===== src/rtl/irq_agg_pkg.sv =====
package irq_agg_pkg;

  localparam int DATA_W = 8;

  typedef enum logic [1:0] {
    SEL_ENABLE = 2'd0,
    SEL_AUX    = 2'd1,
    SEL_PEND   = 2'd2,
    SEL_RSVD   = 2'd3
  } reg_sel_e;

  // next pending value: sets land first, clears are applied on top
  function automatic logic [DATA_W-1:0] pend_next_f(
    input logic [DATA_W-1:0] cur,
    input logic [DATA_W-1:0] set_v,
    input logic [DATA_W-1:0] clr_v
  );
    return (cur | set_v) & ~clr_v;
  endfunction

  // true when any enabled source is pending
  function automatic logic any_enabled_f(
    input logic [DATA_W-1:0] pend,
    input logic [DATA_W-1:0] en
  );
    return |(pend & en);
  endfunction

endpackage


===== src/rtl/irq_agg_pending.sv =====
module irq_agg_pending
  import irq_agg_pkg::*;
#(
  parameter int N_SRC = 8
) (
  input  logic             clk,
  input  logic             rst_n,
  input  logic [N_SRC-1:0] post_vec,
  input  logic [N_SRC-1:0] clr_vec,
  output logic [N_SRC-1:0] pend_q,
  output logic [N_SRC-1:0] pend_nxt,
  output logic             post_any,
  output logic             clr_any
);

  logic [DATA_W-1:0] nxt_wide;

  always_comb begin
    nxt_wide = pend_next_f(DATA_W'(pend_q), DATA_W'(post_vec), DATA_W'(clr_vec));
    pend_nxt = nxt_wide[N_SRC-1:0];
    post_any = |post_vec;
    clr_any  = |clr_vec;
  end

  always_ff @(posedge clk) begin
    if (!rst_n) pend_q <= '0;
    else        pend_q <= pend_nxt;
  end

endmodule


===== src/rtl/irq_agg_regs.sv =====
module irq_agg_regs
  import irq_agg_pkg::*;
#(
  parameter int N_SRC = 8
) (
  input  logic              clk,
  input  logic              rst_n,
  input  logic [1:0]        bus_addr,
  input  logic              bus_wr,
  input  logic [DATA_W-1:0] bus_wdata,
  input  logic [N_SRC-1:0]  pend_q,
  output logic [N_SRC-1:0]  mask_q,
  output logic [N_SRC-1:0]  mask_nxt,
  output logic              mask_wr,
  output logic [DATA_W-1:0] aux_q,
  output logic [DATA_W-1:0] bus_rdata
);

  reg_sel_e sel;
  logic     aux_wr;

  always_comb begin
    sel      = reg_sel_e'(bus_addr);
    mask_wr  = bus_wr && (sel == SEL_ENABLE);
    aux_wr   = bus_wr && (sel == SEL_AUX);
    mask_nxt = mask_wr ? bus_wdata[N_SRC-1:0] : mask_q;
  end

  always_ff @(posedge clk) begin
    if (!rst_n) begin
      mask_q <= '0;
      aux_q  <= '0;
    end else begin
      mask_q <= mask_nxt;
      if (aux_wr) aux_q <= bus_wdata;
    end
  end

  always_comb begin
    unique case (sel)
      SEL_ENABLE: bus_rdata = DATA_W'(mask_q);
      SEL_AUX:    bus_rdata = aux_q;
      SEL_PEND:   bus_rdata = DATA_W'(pend_q);
      default:    bus_rdata = '0;
    endcase
  end

endmodule


===== src/rtl/irq_agg_line.sv =====
module irq_agg_line
  import irq_agg_pkg::*;
#(
  parameter int N_SRC = 8
) (
  input  logic             clk,
  input  logic             rst_n,
  input  logic             post_any,
  input  logic             clr_any,
  input  logic             mask_wr,
  input  logic [N_SRC-1:0] pend_nxt,
  input  logic [N_SRC-1:0] mask_nxt,
  output logic             line_q,
  output logic             rise_q,
  output logic             fall_q
);

  logic enabled_nxt;
  logic rise_ev;
  logic fall_ev;

  always_comb begin
    enabled_nxt = any_enabled_f(DATA_W'(pend_nxt), DATA_W'(mask_nxt));
    rise_ev     = (post_any || mask_wr) && enabled_nxt && !line_q;
    fall_ev     = clr_any && !enabled_nxt && line_q;
  end

  always_ff @(posedge clk) begin
    if (!rst_n) begin
      line_q <= 1'b0;
      rise_q <= 1'b0;
      fall_q <= 1'b0;
    end else begin
      rise_q <= rise_ev;
      fall_q <= fall_ev;
      if (rise_ev)      line_q <= 1'b1;
      else if (fall_ev) line_q <= 1'b0;
    end
  end

endmodule


===== src/rtl/irq_agg.sv =====
module irq_agg
  import irq_agg_pkg::*;
#(
  parameter int N_SRC = 8
) (
  input  logic             clk,
  input  logic             rst_n,
  input  logic [N_SRC-1:0] post_vec,
  input  logic [N_SRC-1:0] clr_vec,
  input  logic [1:0]       bus_addr,
  input  logic             bus_wr,
  input  logic [7:0]       bus_wdata,
  output logic [7:0]       bus_rdata,
  output logic             irq_o,
  output logic             irq_rise_o,
  output logic             irq_fall_o
);

  logic [N_SRC-1:0]  pend_q;
  logic [N_SRC-1:0]  pend_nxt;
  logic [N_SRC-1:0]  mask_q;
  logic [N_SRC-1:0]  mask_nxt;
  logic [DATA_W-1:0] aux_q;
  logic              post_any;
  logic              clr_any;
  logic              mask_wr;

  irq_agg_pending #(.N_SRC(N_SRC)) pend_i (
    .clk      (clk),
    .rst_n    (rst_n),
    .post_vec (post_vec),
    .clr_vec  (clr_vec),
    .pend_q   (pend_q),
    .pend_nxt (pend_nxt),
    .post_any (post_any),
    .clr_any  (clr_any)
  );

  irq_agg_regs #(.N_SRC(N_SRC)) regs_i (
    .clk       (clk),
    .rst_n     (rst_n),
    .bus_addr  (bus_addr),
    .bus_wr    (bus_wr),
    .bus_wdata (bus_wdata),
    .pend_q    (pend_q),
    .mask_q    (mask_q),
    .mask_nxt  (mask_nxt),
    .mask_wr   (mask_wr),
    .aux_q     (aux_q),
    .bus_rdata (bus_rdata)
  );

  irq_agg_line #(.N_SRC(N_SRC)) line_i (
    .clk      (clk),
    .rst_n    (rst_n),
    .post_any (post_any),
    .clr_any  (clr_any),
    .mask_wr  (mask_wr),
    .pend_nxt (pend_nxt),
    .mask_nxt (mask_nxt),
    .line_q   (irq_o),
    .rise_q   (irq_rise_o),
    .fall_q   (irq_fall_o)
  );

endmodule


===== config.mk =====
export PLATFORM = sky130hd
export DESIGN_NAME = irq_agg
export DESIGN_NICKNAME = d
export VERILOG_FILES = /design/src/rtl/irq_agg_pkg.sv /design/src/rtl/irq_agg_pending.sv /design/src/rtl/irq_agg_regs.sv /design/src/rtl/irq_agg_line.sv /design/src/rtl/irq_agg.sv
export SDC_FILE = /design/constraint.sdc
export NUM_CORES = 1
export LEC_CHECK = 0
export ABC_AREA = 1
export BUFFER_PORTS_ARGS = -buffer_cell sky130_fd_sc_hd__buf_2
export CAP_MARGIN = 20
export CORE_AREA = 2 2 55 57
export DETAILED_ROUTE_END_ITERATION = 10
export DIE_AREA = 0 0 57 59
export HOLD_SLACK_MARGIN = 0.1
export PLACE_DENSITY = 0.73
export SLEW_MARGIN = 20
export SYNTH_ARGS = -nofsm -noshare
export SYNTH_HDL_FRONTEND = slang
export SYNTH_SLANG_ARGS = --single-unit

===== constraint.sdc =====
create_clock -name clk -period 1.4 [get_ports clk]
set_input_delay 0.14 -clock clk [delete_from_list [all_inputs] [get_ports clk]]
set_output_delay 0.14 -clock clk [all_outputs]
set_load 0.01 [all_outputs]

==> metrics.md, run 1 <==
| Metric | Value |
|---|---|
| Status | complete, no violations |
| Final net count | 277 |
| Startpoint Class | primary input |
| Fin. max-slew vios | 0 |
| CTS H-tree lvls | 1 |
| Worst Max-Slew Pin Slew | 0.272 ns |
| Most frequent cells in the layout | buf_2 (39), nand2_1 (34), inv_1 (32) |
| Port Buffer Count | 39 |
| Setup TNS | 0 ns |
| Syn avg cell area | 6.97 um2 |
| Starting Density | 0.481 |
| Synthesis-to-layout area growth | 33.7% |
| Post-Layout Cell Count | 278 |
| Pre-CTS WS | 0.164 ns |
| Die H | 59 um |
| Worst Setup Path Type | in -> reg |
| Worst Path Buf+Inv | 3 |
| Max-Cap Viols | 0 |
| Seq cells post-synth | 27 |
| Yosys warnings | 0 |
| Clk buf depth | 2 |
| Reg2reg end | pend_i.pend_q[1]$_SDFF_PN0_ |
| Crit path max-delay family | buffers and inverters |
| Hold_sp | bus_wdata[3] |
| Final GP Congestion | 0.891 |
| Req. time, crit path | 1.67 ns |
| Via count | 1409 |
| Clock skew | 0.00764 ns |
| Commonest non-fill, non-tap cell in the layout | buf_2 |
| Postcts setup bufs | 0 |
| Avg Vias per Cell | 5.07 |
| R2R setup slack | 0.14 ns |
| Wire length per cell | 12.6 um |
| Setup WS post-layout | 0.0229 ns |
| Critical Path AT | 1.65 ns |
| Max Fclk | 726 MHz |
| Reg2Reg Depth | 3 |
| Share of layout cells above drive strength 1 | 0.215 |
| CP max FO | 3 |
| Post-synth EDFFs | 0 |
| Die X | 57 um |
| Crit-path slowest cell | dlygate4sd3_1 |
| Iteration-0 DRC count of the detailed router | 96 |
| Maximum VDD drop | 618 uV |
| Setup violation total in the final timing report | 0 |
| First-pass GRT wire length | 5640 um |
| Clock sink total | 27 |
| Die ar. | 3360 um2 |
| Most used DFF post-synth | dfxtp_1 |
| DP Wirelength | 2510 um |
| Slew margin rel. | 0.817 |
| Antenna violation net count after detailed routing | 0 |
| Num CTS Buffers | 3 |
| Core area | 2710 um2 |
| Min Tclk post-route | 1.38 ns |
| Crit-path cells | dlygate4sd3_1 -> buf_2 -> nor3_1 -> dlygate4sd3_1 |
| Cells after synthesis | 187 |
| Distinct cells, synth | 22 |
| Cell row count | 19 |
| Final Hold Vio Count | 0 |
| Sequential fraction of the synthesis area | 0.415 |
| Overall routed net length | 3500 um |
| CTS tree | yes |
| Hold Path Stages | 3 |
| RSZ-0062 raised after global routing | no |
| Ant diodes | 0 |
| Path type of the worst min-delay path | in -> reg |
| Met1 WL | 1550 um |
| Initial DRT Pass Iterations | 6 |
| DRC errors left | 0 |
| Top cell by count, worst path | dlygate4sd3_1 |
| Period utilization | 0.984 |
| Critical R2R Launch | pend_i.pend_q[1]$_SDFF_PN0_ |
| Critical path capture point type | flop |
| Lkg Pwr | 0.000864 uW |
| Met3 routed WL | 264 um |
| Async S/R FF share, synth | 0 |
| Highest routed layer | met4 |
| Max incr delay on CP | 0.61 ns |
| Pin count of the biggest net entering global routing | 19 |
| Pwr Density | 855 nW/um2 |
| Root buffer cell | clkbuf_4 |
| WHS Endpoint | regs_i.aux_q[3]$_SDFFE_PN0P_ |
| Number of instances in the placed design | 256 |
| Total GRT Usage | 0.217 |
| Met2 wire len | 1610 um |
| Worst-skew pair later-pin latency | 0.33 ns |
| GR Overflow Total | 0 |
| Cell area after synthesis | 1300 um2 |
| Clk pin slew, worst setup/hold paths | 0.14 ns |
| Synth Net Count | 216 |
| IO Count | 40 |
| Vias in the first global route | 1311 |
| Initial antenna violation count | 0 |
what timing repair did:
item / in CTS / in global routing
hold endpoints to repair: 12 / 0
hold buffers: 18 / 0
resized for setup: 0 / 0
Yosys cell counts (2+ instances only):
master	count	area [um2]
dfxtp_1	27	541
nor3_1	6	30.0
nand2_2	2	12.5
o21ai_0	4	20.0
nor2_1	29	109
nand3_1	15	75.1
a21oi_1	11	55.1
nand2_1	34	128
o21ai_1	2	10.0
nand3b_1	3	22.5
nor4_1	2	12.5
nor2_2	3	18.8
nand2_4	2	22.5
o221ai_1	8	70.1
inv_1	32	120
how the worst max path moves through the flow:
stage,from,depth (start not counted),to
final,clr_vec[1],4,pend_i.pend_q[1]$_SDFF_PN0_
after global routing,clr_vec[1],4,pend_i.pend_q[1]$_SDFF_PN0_
after CTS,regs_i.mask_q[0]$_SDFF_PN0_,3,bus_rdata[0]
after detailed placement,bus_addr[0],9,line_i.line_q$_SDFFE_PN0P_
after global placement,bus_addr[0],9,line_i.line_q$_SDFFE_PN0P_
after floorplan,pend_i.pend_q[2]$_SDFF_PN0_,8,line_i.line_q$_SDFFE_PN0P_
cell families after synthesis:
group / after synthesis / synth area share
AOI/OAI and AO/OA: 26 / 0.125
buffers and inverters: 36 / 0.107
DFF: 27 / 0.415
and+or+nand+nor: 98 / 0.353
tightest hold or removal path: cells and delay by family:
kind | cells | cell delay [ns]
buf+inv | 1 | 0.09
compound gates | 2 | 0.17
per-stage QoR:
step | hold WS, ns | instance area [um2] | total power [uW] | utilization
global placement | 0.342 | 1540 | 1120 | 0.567
CTS | 0.106 | 1740 | 1500 | 0.643
global route | 0.116 | 1740 | 1570 | 0.643
floorplan | 0.219 | 1300 | 1010 | -
detailed placement | 0.339 | 1540 | 1120 | 0.567
finish | 0.115 | 1740 | 1490 | 0.643
metal layers:
metal  vias up  global-route usage
li1        730                   -
met1       612               0.292
met2        59               0.345
met3         8              0.0306
met4         0               0.106
met5         -                   0
layout make-up:
type | count | area (um2)
sequential | 27 | 541
fill | 265 | 967
clock buffer | 4 | 26.3
tap | 31 | 38.8
multi-input combinational | 124 | 623
inverter | 33 | 124
timing repair buffer | 59 | 390
flip-flops by register name, summed over array words and instances, names as in the netlist:
signal / flops
line_i.fall_q: 1
line_i.line_q: 1
line_i.rise_q: 1
pend_i.pend_q: 8
regs_i.aux_q: 8
regs_i.mask_q: 8
power by group:
group / switching, uW / leakage (uW) / internal, uW
Sequential: 15.7 / 0.000221 / 810
Combinational: 182 / 0.000628 / 139
Clock: 232 / 0.0000150 / 112
Total: 429 / 0.000864 / 1060
No activity file was read; power rests on OpenSTA's default activity.
==> run 2: changes to the inputs <==
REMOVE_ABC_BUFFERS = 1   (was unset)
==> run 2 against run 1 <==
Hold slack worse by 0.013 ns. Highest routed layer unchanged. Sequential share of layout area is 1.1 points higher. Critical endpoint is now line_i.line_q$_SDFFE_PN0P_. Largest power group unchanged. Fmax rose by 11%. Combinational power is 4% lower. Wire length shrank 3.4%.
==> metrics.md, run 2 (same netlist as run 1, synthesis figures left out) <==
| Metric | Value |
|---|---|
| Placed inst area | 1540 um2 (unchanged) |
| Clk pin slew, worst setup/hold paths | 0.14 ns (about the same) |
| Critical Path Source | bus_wdata[5] (was clr_vec[1]) |
| Layout Utilization | 0.621 (was 0.643) |
| Worst Setup Path Type | in -> reg (unchanged) |
| Commonest non-fill, non-tap cell in the layout | buf_2 (unchanged) |
| Hold Path Stages | 3 (unchanged) |
| Fin. max-slew vios | 0 (unchanged) |
| Total GRT Usage | 0.219 (was 0.217) |
| WHS | 0.102 ns (was 0.115 ns) |
| R2R setup slack | 0.23 ns (was 0.14 ns) |
| Antenna violation net count after detailed routing | 0 (unchanged) |
| Setup WS post-layout | 0.154 ns (was 0.0229 ns) |
| Critical R2R Launch | pend_i.pend_q[2]$_SDFF_PN0_ (was pend_i.pend_q[1]$_SDFF_PN0_) |
| First-pass GRT wire length | 5670 um (was 5640 um) |
| CTS H-tree lvls | 1 (unchanged) |
| WHS Endpoint | regs_i.aux_q[2]$_SDFFE_PN0P_ (was regs_i.aux_q[3]$_SDFFE_PN0P_) |
| Met1 Use GR | 0.286 (was 0.292) |
| DP Wirelength | 2550 um (was 2510 um) |
| Pwr Density | 875 nW/um2 (was 855 nW/um2) |
| Starting Density | 0.481 (unchanged) |
| Layout fillers | 270 (was 265) |
| Area of the multi-input gates | 623 um2 (unchanged) |
| Slew margin rel. | 0.797 (was 0.817) |
| Via count | 1364 (was 1409) |
| Startpoint Class | primary input (unchanged) |
| Final Hold Vio Count | 0 (unchanged) |
| Ant diodes | 0 (unchanged) |
| Die X | 57 um (unchanged) |
| Synthesis-to-layout area growth | 29.1% (was 33.7%) |
| Overall routed net length | 3380 um (was 3500 um) |
| Met3 Use GR | 0.0459 (was 0.0306) |
| Final GP Congestion | 0.802 (was 0.891) |
| Pre-CTS WS | 0.171 ns (was 0.164 ns) |
| Die ar. | 3360 um2 (unchanged) |
| Global route hottest layer | met2 (unchanged) |
| Period utilization | 0.890 (was 0.984) |
| Vias in the first global route | 1283 (was 1311) |
| Setup TNS | 0 ns (unchanged) |
| Worst-skew pair later-pin latency | 0.33 ns (about the same) |
| RSZ-0062 raised after global routing | no (unchanged) |
| CP max FO | 3 (unchanged) |
| Finished Cell Area | 1680 um2 (was 1740 um2) |
| Lkg Pwr | 0.000827 uW (was 0.000864 uW) |
| Req. time, crit path | 1.63 ns (was 1.67 ns) |
| Port Buffer Count | 39 (unchanged) |
| DRC errors left | 0 (unchanged) |
| Share of layout cells above drive strength 1 | 0.220 (was 0.215) |
| Hold_sp | bus_wdata[2] (was bus_wdata[3]) |
| GR Overflow Total | 0 (unchanged) |
| Pin count of the biggest net entering global routing | 19 (unchanged) |
| Iteration-0 DRC count of the detailed router | 68 (was 96) |
| Cell row count | 19 (unchanged) |
| Final net count | 271 (was 277) |
| Met2 Track Usage GR | 0.369 (was 0.345) |
| Num CTS Buffers | 3 (unchanged) |
| IO Count | 40 (unchanged) |
| Avg Vias per Cell | 5.01 (was 5.07) |
| Reg2reg end | line_i.line_q$_SDFFE_PN0P_ (was pend_i.pend_q[1]$_SDFF_PN0_) |
| Critical path capture point type | flop (unchanged) |
| Critical Path AT | 1.48 ns (was 1.65 ns) |
| Status | complete, no violations (unchanged) |
| Initial antenna violation count | 0 (unchanged) |
| Path type of the worst min-delay path | in -> reg (unchanged) |
| CTS tree | yes (unchanged) |
| Wire length per cell | 12.4 um (was 12.6 um) |
| Largest regs | pend_i.pend_q (8), regs_i.aux_q (8), regs_i.mask_q (8) (unchanged) |
| Max Fclk | 803 MHz (was 726 MHz) |
| Setup violation total in the final timing report | 0 (unchanged) |
| Worst Max-Slew Pin Slew | 0.302 ns (was 0.272 ns) |
| CTS resizes | 0 (unchanged) |
| Clock skew | 0.00762 ns (was 0.00764 ns) |
| Clk buf depth | 2 (unchanged) |
| Clock sink total | 27 (unchanged) |
| Core area | 2710 um2 (unchanged) |
| Initial DRT Pass Iterations | 4 (was 6) |
| Max-Cap Viols | 0 (unchanged) |
| Maximum VDD drop | 797 uV (was 618 uV) |
| Reg2Reg Depth | 8 (was 3) |
| Die H | 59 um (unchanged) |
| Root buffer cell | clkbuf_4 (unchanged) |
| Most frequent cells in the layout | buf_2 (39), nand2_1 (34), inv_1 (32) (unchanged) |
| Min Tclk post-route | 1.25 ns (was 1.38 ns) |
| Area taken by flip-flops and latches | 541 um2 (unchanged) |
[run 2: cell types whose count changed in the layout (fill, tap and decap cells not counted)]
| cell | change |
|---|---|
| dlygate4sd3_1 | -6 |
[run 2: final cells by class]
cell class | instances | area share
well taps | 31 | 0.0230
flip-flops and latches | 27 | 0.321
inverters | 33 | 0.0736
multi-input cells | 124 | 0.370
repair buffers | 53 | 0.196
clock buffers | 4 | 0.0156
[run 2: routing by layer]
layer	wire (um)	up-vias
met5	0	-
met4	23	0
met3	226	2
met2	1550	48
met1	1580	602
li1	-	712
[run 2: how the worst max path moves through the flow]
stage / slack (ns) / cells after the start / endpoint
finish: 0.15 / 9 / line_i.line_q$_SDFFE_PN0P_
global route: 0.03 / 6 / bus_rdata[3]
CTS: 0.17 / 9 / line_i.line_q$_SDFFE_PN0P_
detailed placement: 0.17 / 6 / bus_rdata[3]
global placement: 0.18 / 9 / line_i.line_q$_SDFFE_PN0P_
floorplan: 0.38 / 8 / line_i.line_q$_SDFFE_PN0P_
[run 2: critical path: stages]
cell           delay, ns
dlygate4sd3_1       0.54
buf_2               0.13
nand3b_1            0.17
nand3_1             0.10
nand2_1             0.06
nor2_2              0.13
nand2_4             0.07
nor2_1              0.09
a21oi_1             0.04
[run 2: where the power goes]
group          switching, uW  total [uW]  internal, uW
Combinational            178         308           130
Clock                    228         340           112
Sequential              14.9         825           810
Total                    421        1470          1050
[run 2: repair_timing]
item                      in CTS  in global routing
hold endpoints to repair      12                  0
hold buffers                  12                  0
buffers inserted               0                  0
[run 2: per-stage QoR]
step / total power (uW) / std cells
2_1_floorplan: 1000 / 184
3_3_place_gp: 1120 / 256
3_5_place_dp: 1120 / 256
4_1_cts: 1480 / 272
5_1_grt: 1560 / 272
6_report: 1470 / 272
==> run 3: changes to the inputs <==
CELL_PAD_IN_SITES_DETAIL_PLACEMENT = 0   (was unset)
CELL_PAD_IN_SITES_GLOBAL_PLACEMENT = 1   (was unset)
CORE_AREA = 2 2 63 65   (was 2 2 55 57)
DIE_AREA = 0 0 65 67   (was 0 0 57 59)
PLACE_DENSITY = 0.78   (was 0.73)
clock period = 1.47 ns   (was 1.4 ns; I/O delays follow)
==> run 3 against run 2 <==
Critical path depth decreased by 2. Non-clock buffer count fell by 6. Via count is 3.3% lower. Register-to-register slack gained 0.09 ns. Hold slack improved by 0.035 ns. Sequential power down 5.1%. Sequential share of layout area up 0.14 points. Final cell count is 4.0% higher. Die area is 29% higher. Clock-buffer cell count unchanged.
==> metrics.md, run 3 (same netlist as run 1, synthesis figures left out) <==
| Metric | Value |
|---|---|
| Status | complete, no violations (unchanged) |
| CTS H-tree lvls | 1 (unchanged) |
| Avg Vias per Cell | 4.66 (was 5.01) |
| IO Count | 40 (unchanged) |
| Synthesis-to-layout area growth | 28.5% (was 29.1%) |
| Clk buf depth | 2 (unchanged) |
| Postcts setup bufs | 0 (unchanged) |
| Combinational power share | 0.195 (was 0.209) |
| Req. time, crit path | 1.68 ns (was 1.63 ns) |
| CP max FO | 3 (unchanged) |
| Layout fillers | 412 (was 270) |
| DP Wirelength | 2630 um (was 2550 um) |
| Critical Path AT | 1.52 ns (was 1.48 ns) |
| Die ar. | 4360 um2 (was 3360 um2) |
| Pwr Density | 892 nW/um2 (was 875 nW/um2) |
| Starting Density | 0.362 (was 0.481) |
| Clock network fraction of design power | 0.281 (was 0.231) |
| Finished Cell Area | 1680 um2 (about the same) |
| Antenna violation net count after detailed routing | 0 (unchanged) |
| Slew margin rel. | 0.775 (was 0.797) |
| Period utilization | 0.896 |
| Startpoint Class | primary input (unchanged) |
| Crit-path slowest cell | dlygate4sd3_1 (unchanged) |
| Commonest non-fill, non-tap cell in the layout | buf_2 (unchanged) |
| First-pass GRT wire length | 5820 um (was 5670 um) |
| Core area | 3610 um2 (was 2710 um2) |
| Die X | 65 um (was 57 um) |
| Largest regs | pend_i.pend_q (8), regs_i.aux_q (8), regs_i.mask_q (8) (unchanged) |
| Sequential share of power | 0.524 (was 0.560) |
| Number of instances in the placed design | 273 (was 256) |
| Num CTS Buffers | 3 (unchanged) |
| Iteration-0 DRC count of the detailed router | 38 (was 68) |
| Final Power | 1490 uW (was 1470 uW) |
| DRC errors left | 0 (unchanged) |
| CTS tree | yes (unchanged) |
| Setup violation total in the final timing report | 0 (unchanged) |
| Crit-path cells | dlygate4sd3_1 -> buf_2 -> nor4_1 -> nand2_1 -> inv_1 -> nor2_1 -> a21oi_1 (was dlygate4sd3_1 -> buf_2 -> nand3b_1 -> nand3_1 -> nand2_1 -> nor2_2 -> nand2_4 -> nor2_1 -> a21oi_1) |
| Worst Max-Slew Pin Slew | 0.335 ns (was 0.302 ns) |
| Path type of the worst min-delay path | in -> reg (unchanged) |
| Worst Path Buf+Inv | 3 (was 2) |
| Critical path capture point type | flop (unchanged) |
| Share of layout cells above drive strength 1 | 0.226 (was 0.220) |
| Clk pin slew, worst setup/hold paths | 0.09 ns (was 0.14 ns) |
| Post-Layout Cell Count | 283 (was 272) |
| RSZ-0062 raised after global routing | no (unchanged) |
| Worst Setup Path Type | in -> reg (unchanged) |
| Wire length per cell | 12.6 um (was 12.4 um) |
| Setup TNS | 0 ns (unchanged) |
| Min Tclk post-route | 1.32 ns |
| Cell row count | 22 (was 19) |
| Overall routed net length | 3580 um (was 3380 um) |
| Ant diodes | 0 (unchanged) |
| Initial antenna violation count | 0 (unchanged) |
| Worst-skew pair later-pin latency | 0.27 ns (was 0.33 ns) |
| Power Internal | 1080 uW (was 1050 uW) |
| Fin. max-slew vios | 0 (unchanged) |
| Most frequent cells in the layout | buf_2 (39), nand2_1 (34), inv_1 (32) (unchanged) |
| Max-Cap Viols | 0 (unchanged) |
| Pin count of the biggest net entering global routing | 19 (unchanged) |
| Max incr delay on CP | 0.53 ns (was 0.54 ns) |
| Die H | 67 um (was 59 um) |
| Crit path max-delay family | buffers and inverters (unchanged) |
| Initial DRT Pass Iterations | 4 (unchanged) |
| Port Buffer Count | 39 (unchanged) |
| Max Fclk | 760 MHz |
| Placed inst area | 1570 um2 (was 1540 um2) |
| Net switching power | 412 uW (was 421 uW) |
| Final net count | 265 (was 271) |
| Root buffer cell | clkbuf_8 (was clkbuf_4) |
| GR Overflow Total | 0 (unchanged) |
| Vias in the first global route | 1258 (was 1283) |
| Lkg Pwr | 0.000813 uW (was 0.000827 uW) |
| Clock skew | 0.00319 ns (was 0.00762 ns) |
| Total GRT Usage | 0.178 (was 0.219) |
| Via count | 1319 (was 1364) |
| Net Sw Frac | 0.276 (was 0.286) |
| Final GP Congestion | 0.777 (was 0.802) |
| Maximum VDD drop | 752 uV (was 797 uV) |
| Clock sink total | 27 (unchanged) |
| Final Hold Vio Count | 0 (unchanged) |
-- run 3: cell types whose count changed in the layout (fill, tap and decap cells not counted) --
cell           delta
dlygate4sd3_1     -6
buf_4             -1
clkbuf_8          +3
clkbuf_4          -3
buf_12            +1
-- run 3: repair_timing --
action	CTS	global route
gates resized for setup	0	0
hold buffers	6	0
endpoints found under the hold margin	6	0
-- run 3: layout make-up --
| class | count | area (um2) | area share |
|---|---|---|---|
| sequential | 27 | 541 | 0.323 |
| timing repair buffer | 47 | 283 | 0.169 |
| tap | 48 | 60.1 | 0.0358 |
| multi-input combinational | 124 | 623 | 0.372 |
| clock buffer | 4 | 45.0 | 0.0269 |
| inverter | 33 | 124 | 0.0739 |
-- run 3: worst min-delay path, delay by kind of cell --
family                 cells  cell delay [ns]
buffers and inverters      2             0.14
AOI/OAI and AO/OA          1             0.05
and+or+nand+nor            1             0.03
-- run 3: worst paths after layout --
path,startpoint,to,slack [ns],cells past startpoint
setup / recovery,clr_vec[3],line_i.line_q$_SDFFE_PN0P_,0.15,7
hold / removal,clr_vec[7],pend_i.pend_q[7]$_SDFF_PN0_,0.14,4
setup reg to reg,pend_i.pend_q[5]$_SDFF_PN0_,line_i.line_q$_SDFFE_PN0P_,0.32,8
hold reg to reg,regs_i.aux_q[2]$_SDFFE_PN0P_,regs_i.aux_q[2]$_SDFFE_PN0P_,0.46,2
-- run 3: power by group through the flow --
stage | clock network, uW | logic [uW] | registers, uW
after floorplan | 0 | 150 | 803
after global placement | 0 | 280 | 800
after detailed placement | 0 | 280 | 800
after CTS | 443 | 294 | 783
after global routing | 468 | 328 | 787
final | 420 | 291 | 783
-- run 3: per-layer routing --
metal  track usage  routed length, um
met5             0                  0
met4        0.0319                 33
met2         0.308               1670
met3        0.0304                122
met1         0.234               1750
-- run 3: per-stage QoR --
| step | utilization | worst slack (ns) | hold WS [ns] |
|---|---|---|---|
| floorplan | - | 0.451 | 0.226 |
| CTS | 0.465 | 0.142 | 0.135 |
| global route | 0.465 | 0.0166 | 0.138 |
| global placement | 0.435 | 0.196 | 0.351 |
| finish | 0.465 | 0.154 | 0.138 |
| detailed placement | 0.435 | 0.158 | 0.355 |
